===== src/rtl/lvd_pkg.sv =====
package lvd_pkg;
  localparam int unsigned REG_W = 8;
  // bit positions: observable through the register image
  localparam int unsigned B_FLAG  = 7;
  localparam int unsigned B_ACK   = 6;
  localparam int unsigned B_IRQEN = 5;
  localparam int unsigned B_RSTEN = 4;
  localparam int unsigned B_STOP  = 3;
  localparam int unsigned B_DETEN = 2;
  localparam int unsigned B_RSVD  = 1;
  localparam int unsigned B_BGBUF = 0;
  localparam int unsigned N_ONCE  = 3;
  // ordered list of write-once bit positions
  localparam int unsigned ONCE_POS [N_ONCE] = '{B_RSTEN, B_STOP, B_DETEN};
  localparam logic [N_ONCE-1:0] ONCE_RST = '1;
  localparam logic [REG_W-1:0] REG_RST = 8'h1C;
endpackage


===== src/rtl/lvd_sync.sv =====
module lvd_sync #(
  parameter int unsigned STAGES = 2
) (
  input  logic clk,
  input  logic rst_n,
  input  logic d_i,
  output logic q_o
);
  generate
    if (STAGES == 0) begin : g_pass
      assign q_o = d_i;
    end else begin : g_chain
      logic [STAGES-1:0] chain_q;
      always_ff @(posedge clk or negedge rst_n) begin
        if (!rst_n) chain_q <= '0;
        else        chain_q <= {chain_q[STAGES-2+((STAGES>1)?0:1):0], d_i} ;
      end
      assign q_o = chain_q[STAGES-1];
    end
  endgenerate
endmodule


===== src/rtl/lvd_once_bit.sv =====
module lvd_once_bit #(
  parameter logic RST_VAL = 1'b1
) (
  input  logic clk,
  input  logic rst_n,
  input  logic wr_i,
  input  logic d_i,
  output logic q_o,
  output logic lock_o
);
  always_ff @(posedge clk or negedge rst_n) begin
    if (!rst_n) begin
      q_o    <= RST_VAL;
      lock_o <= 1'b0;
    end else if (wr_i && !lock_o) begin
      q_o    <= d_i;
      lock_o <= 1'b1;
    end
  end
endmodule


===== src/rtl/lvd_flag.sv =====
module lvd_flag (
  input  logic clk,
  input  logic rst_n,
  input  logic det_i,
  input  logic enable_i,
  input  logic ack_i,
  output logic flag_o
);
  logic set_w;
  assign set_w = det_i && enable_i;
  always_ff @(posedge clk or negedge rst_n) begin
    if (!rst_n)     flag_o <= 1'b0;
    else if (set_w) flag_o <= 1'b1;   // set wins over acknowledge
    else if (ack_i) flag_o <= 1'b0;
  end
endmodule


===== src/rtl/lvd_ctl_top.sv =====
module lvd_ctl_top
  import lvd_pkg::*;
#(
  parameter int unsigned DET_SYNC_STAGES = 2
) (
  input  logic             clk,
  input  logic             rst_n,
  input  logic             raw_detect_i,
  input  logic             wr_en_i,
  input  logic [REG_W-1:0] wr_data_i,
  output logic [REG_W-1:0] rd_data_o,
  output logic             irq_o,
  output logic             reset_req_o,
  output logic             det_en_o,
  output logic             stop_en_o,
  output logic             bgbuf_en_o
);
  logic              det_sync;
  logic              flag_q;
  logic              irq_en_q;
  logic              bgbuf_q;
  logic [N_ONCE-1:0] once_q;
  logic [N_ONCE-1:0] once_lock;
  logic              ack_w;

  lvd_sync #(.STAGES(DET_SYNC_STAGES)) u_sync (
    .clk(clk), .rst_n(rst_n), .d_i(raw_detect_i), .q_o(det_sync)
  );

  assign ack_w = wr_en_i && wr_data_i[B_ACK];

  lvd_flag u_flag (
    .clk(clk), .rst_n(rst_n), .det_i(det_sync), .enable_i(det_en_o),
    .ack_i(ack_w), .flag_o(flag_q)
  );

  for (genvar gi = 0; gi < N_ONCE; gi++) begin : g_once
    lvd_once_bit #(.RST_VAL(ONCE_RST[gi])) u_bit (
      .clk(clk), .rst_n(rst_n), .wr_i(wr_en_i),
      .d_i(wr_data_i[ONCE_POS[gi]]), .q_o(once_q[gi]), .lock_o(once_lock[gi])
    );
  end

  always_ff @(posedge clk or negedge rst_n) begin
    if (!rst_n) begin
      irq_en_q <= REG_RST[B_IRQEN];
      bgbuf_q  <= REG_RST[B_BGBUF];
    end else if (wr_en_i) begin
      irq_en_q <= wr_data_i[B_IRQEN];
      bgbuf_q  <= wr_data_i[B_BGBUF];
    end
  end

  // once_q order follows ONCE_POS: reset enable, stop, detector enable
  assign det_en_o   = once_q[2];
  assign stop_en_o  = once_q[1];
  assign bgbuf_en_o = bgbuf_q;

  always_comb begin
    rd_data_o          = '0;
    rd_data_o[B_FLAG]  = flag_q;
    rd_data_o[B_IRQEN] = irq_en_q;
    rd_data_o[B_BGBUF] = bgbuf_q;
    for (int i = 0; i < N_ONCE; i++) rd_data_o[ONCE_POS[i]] = once_q[i];
  end

  assign irq_o       = flag_q && irq_en_q;
  assign reset_req_o = flag_q && once_q[0] && det_en_o;
endmodule


===== config.mk =====
export PLATFORM = sky130hd
export DESIGN_NAME = lvd_ctl_top
export DESIGN_NICKNAME = d
export VERILOG_FILES = /design/src/rtl/lvd_pkg.sv /design/src/rtl/lvd_sync.sv /design/src/rtl/lvd_once_bit.sv /design/src/rtl/lvd_flag.sv /design/src/rtl/lvd_ctl_top.sv
export SDC_FILE = /design/constraint.sdc
export NUM_CORES = 1
export LEC_CHECK = 0
export CAP_MARGIN = 10
export CELL_PAD_IN_SITES_DETAIL_PLACEMENT = 2
export CELL_PAD_IN_SITES_GLOBAL_PLACEMENT = 2
export CORE_UTILIZATION = 25
export CTS_CLUSTER_DIAMETER = 200
export CTS_CLUSTER_SIZE = 16
export DETAILED_ROUTE_END_ITERATION = 10
export GPL_ROUTABILITY_DRIVEN = 1
export PLACE_DENSITY_LB_ADDON = 0.1
export RECOVER_POWER = 100
export SYNTH_ARGS = -nofsm -noshare
export SYNTH_HDL_FRONTEND = slang
export SYNTH_SLANG_ARGS = --single-unit

===== constraint.sdc =====
create_clock -name clk -period 1.3 [get_ports clk]
set_input_delay 0.26 -clock clk [delete_from_list [all_inputs] [get_ports clk]]
set_output_delay 0.26 -clock clk [all_outputs]
set_load 0.01 [all_outputs]

# [Word level (Yosys, flattened, before mapping)]
# Index checks and enable logic that the tools add are counted.
[op_classes] n_mux=2 n_reduce_logical=12
[ops] cell="$logic_and A1 B1 Y1" n=8
[ops] cell="$logic_not A1 Y1" n=3
[ops] cell="$mux W1" n=2
[ops] cell="$reduce_bool A2 Y1" n=1
[word_totals] ff_bits=11 inputBits=12 out_inout_bits=13 wordCells=24

# [Depth between registers and ports, before layout]
[depth] depth_word=3 mapped_depth=3

# [Hierarchy]
# From an unflattened synthesis, not the netlist that was laid out.
[hier_totals] cells_unflattened=36 area_unflattened_um2=505.5
[modules_own_cells] module="lvd_once_bit" instances=3 cells_each=5 area_each_um2=86.3
[modules_own_cells] module="lvd_ctl_top" instances=1 cells_each=15 area_each_um2=155.1
[modules_own_cells] module="lvd_sync" instances=1 cells_each=2 area_each_um2=50.0
[modules_own_cells] module="lvd_flag" instances=1 cells_each=4 area_each_um2=41.3

# [Worst setup path before layout]
# OpenSTA, ideal clock, no wires.
[synth_timing] kind="register to output" startpoint="register g_once[2].u_bit.q_o" endpoint="output reset_req_o" arrival_time_ps=765 required_time_ps=1040 setup_slack_ps=275 stages_incl_launch_ff=2 path_buffers=0 cell_sequence="dfstp_2 > and3_1"
[synth_between] elab_chain_len=1
[synth_lines] item="start: declaration" line_no="lvd_once_bit.sv:8" text="output logic q_o,"
[synth_lines] item="start signal: assignment" line_no="lvd_once_bit.sv:16" text="q_o <= d_i;"
[synth_lines] item="$logic_and A1 B1 Y1" line_no="lvd_ctl_top.sv:68" text="assign reset_req_o = flag_q && once_q[0] && det_en_o;"
[synth_lines] item="end: declaration" line_no="lvd_ctl_top.sv:13" text="output logic reset_req_o,"
# No other way between the ends.

# [Worst setup path in the final report]
# Ends and elaborated chain as after synthesis.

==> results.md <==
- Routability-driven placement congestion ratio: 0.601
- Yosys warning count: 0
- Total gr overflow: 0
- Detailed Routing Iterations Pass 1: 1
- Post-synthesis sequential area ratio: 55.1%
- Final setup margin: -0.0575 ns
- Psw: 0.215 mW
- RSZ-0062 raised after global routing: true
- Critical Path End Type: output pin
- Least-Margin Pin Slew: 0.505 ns
- Cell area after synthesis: 507 sq um
- Crit path max fanout: 3
- CTS tree: done
- Vias in the first global route: 363
- Worst setup path class: reg2out
- CTS Buffer Depth: 2
- Final setup TNS: -0.0575 ns
- Chip width: 47.0 microns
- Flop-to-flop setup slack: 0.35 ns
- End of the worst register-to-register path: g_once[2].u_bit.q_o
- Internal Power: 0.611 mW
- Arrival @ worst endpoint: 1.10 ns
- # diodes: 0
- Worst Path Required: 1.04 ns
- Clock skew: 0.000426 ns
- Area leader, netlist: dfrtp_1
- Initial Util: 27.8%
- First-pass GRT wire length: 1660 microns
- Top cell type's share of synthesized area: 39.5%
- HPWL reported at the end of detailed placement: 777 microns
- Port Buf Inserts: 20
- Clk root buf: clkbuf_4
- Clk pwr share: 29.2%
- Failing checks: setup timing
- Synth Instances: 36
- Hold Crit Depth: 0
- Sequential power share: 47.4%
- Post-synthesis cell type count: 13
- Finished Core Util: 40.0%
- CP max stage delay: 0.56 ns
- Wire per inst: 12.0 microns
- Slew Viols, Final: 0
- Minimum clock period: 1.36 ns
- DR DRC count: 0
- Layout Nets: 71
- Post-route ant nets: 0
- Via density: 4.04
- Outcome: complete, but fails checks
- Logic pwr share: 23.4%
- Row count: 15
- Seq cells post-synth: 11
- Fmax: 737 MHz
- Area after DPL: 701 sq um
- Startpoint of the worst hold path: u_sync.g_chain.chain_q[0]
- Clk_lat worst skew: 0.27 ns
- Clock Pin Slew Worst Setup and Hold Paths: 0.08 ns
- Hold-fix buffers, CTS: 0
- Rel. slew slack: 66.2%
- GR Util All Layers: 11.7%
- H-tree lvl count: 1
- Vias: 335
- Clock buffer count from CTS: 3
- Avg Inst Size Synth: 14.1 sq um
- Die area: 2210 sq um
- Design Area, Final: 728 sq um
- Worst R2R Path Depth: 3
- Crit path max-delay cell type: dfstp_2
- P_leak: 0.318 nW
- Number of I/O pins: 25
- Core area: 1820 sq um
- Clk sink count: 11
- Ratio of cells with drive above 1 in the final layout: 48.3%
- Total placed cells including tap cells: 77
- Worst min-delay path class: reg2reg
- Initial antenna violation count: 0
- Final hold slack: 0.363 ns
- Net switching fraction of the power: 26.1%
- Final Hold Violating Endpoints: 0
- DRT iter0 DRCs: 0
- FF-to-FF Start: g_once[2].u_bit.q_o
- DRT Wirelength: 999 microns
- Peak supply drop: 0.000419 V
- Hold EP: u_sync.g_chain.chain_q[1]
- Largest net degree at the start of global routing: 12
- Area Overhead vs Synth: 43.7%
- Die Ht: 47.0 microns
- CP cell instances: and3_4, buf_6
- Cell Count, Final, Fillers Out: 83
- Setup crit start kind: flop
- # setup viols final: 1
- Max_cap viols: 0
- Pwr/cell area: 1130 nW/um^2
- Top cells by area, synth: dfrtp_1 (40%), dfstp_2 (16%), buf_4 (12%), mux2_4 (8.9%), nor2b_4 (8.1%)
- Fin crit share: 104%
[sequential cells by signal, summed over array words and instances (netlist names)]
signal                  cells
g_once.u_bit.lock_o         3
g_once.u_bit.q_o            3
u_sync.g_chain.chain_q      2
bgbuf_en_o                  1
irq_en_q                    1
u_flag.flag_o               1
[power by group through the flow]
stage / logic, mW / registers, mW / clock network, mW
detailed placement: 0.203 / 0.401 / 0
finish: 0.193 / 0.392 / 0.241
CTS: 0.196 / 0.393 / 0.256
global placement: 0.198 / 0.398 / 0
global route: 0.208 / 0.397 / 0.271
floorplan: 0.0958 / 0.404 / 0
[final cells by class]
type | instances | area [sq um]
clock buffers | 3 | 22.5
clock inverters | 1 | 5.00
fillers | 203 | 1090
multi-input cells | 17 | 165
flip-flops and latches | 11 | 279
well taps | 25 | 31.3
repair buffers | 26 | 225
[per-layer routing]
metal  up-vias  GRT usage, %  wire (microns)
met5         -             0               0
met4         0          6.86              19
met3         2          3.46              76
met2        19          19.2             497
met1       164          13.5             405
li1        150             -               -
[critical path, delay by kind of cell (launching register included)]
kind,cells,cell delay (ns)
AND/OR/NAND/NOR,1,0.17
flip-flops,1,0.56
buffers and inverters,1,0.09
[cells in the mapped netlist]
cell type,n
a22o_1,1
conb_1,1
buf_4,8
mux2_2,2
mux2_4,3
dfrtp_1,8
nor2b_4,3
buf_6,1
dfstp_2,3
or2_2,3
nand2_1,1
and3_1,1
and2_1,1
[worst max-delay path by stage]
stage | from | to | slack (ns) | cells after the start
2_1_floorplan | g_once[2].u_bit.q_o | reset_req_o | 0.28 | 1
4_1_cts | g_once[2].u_bit.q_o | reset_req_o | -0.09 | 2
5_1_grt | g_once[2].u_bit.q_o | reset_req_o | -0.10 | 2
3_3_place_gp | wr_en_i | g_once[1].u_bit.q_o | -0.18 | 3
3_5_place_dp | wr_en_i | g_once[1].u_bit.q_o | -0.21 | 3
6_report | g_once[2].u_bit.q_o | reset_req_o | -0.06 | 2
[per-stage QoR]
stage               worst slack, ns  power [mW]
detailed placement           -0.211       0.605
global route                 -0.101       0.876
finish                      -0.0575       0.826
floorplan                     0.275       0.499
CTS                         -0.0892       0.845
global placement             -0.183       0.596
[kinds of logic (layout without fill, tap and decap cells)]
group	Yosys count	in the layout	synth area share (%)
DFF	11	11	55.1
buffers and inverters	9	30	14.1
and+or+nand+nor	9	9	15.1
other	1	2	0.740
AOI/OAI and AO/OA	1	1	1.73
muxes	5	5	13.3
[placed cells by master (no fill, tap or decap)]
cell / instances
dfrtp_1: 8
clkdlybuf4s50_1: 6
buf_6: 5
dlygate4sd2_1: 4
or2_2: 3
nor2b_4: 3
mux2_4: 3
clkbuf_4: 3
dlygate4sd3_1: 3
clkbuf_1: 3
buf_4: 3
mux2_2: 2
conb_1: 2
dfstp_2: 2
buf_2: 2
and2_1: 1
nand2_1: 1
a22o_1: 1
and3_4: 1
clkinv_2: 1
dfstp_1: 1
[timing repair]
| action | in CTS | in global routing |
|---|---|---|
| resized for setup | 35 | 3 |
| buffers inserted | 2 | 0 |
| pin swaps | 0 | 1 |
| setup endpoints to repair | 11 | 2 |
Power figures use the tool's default switching activity.
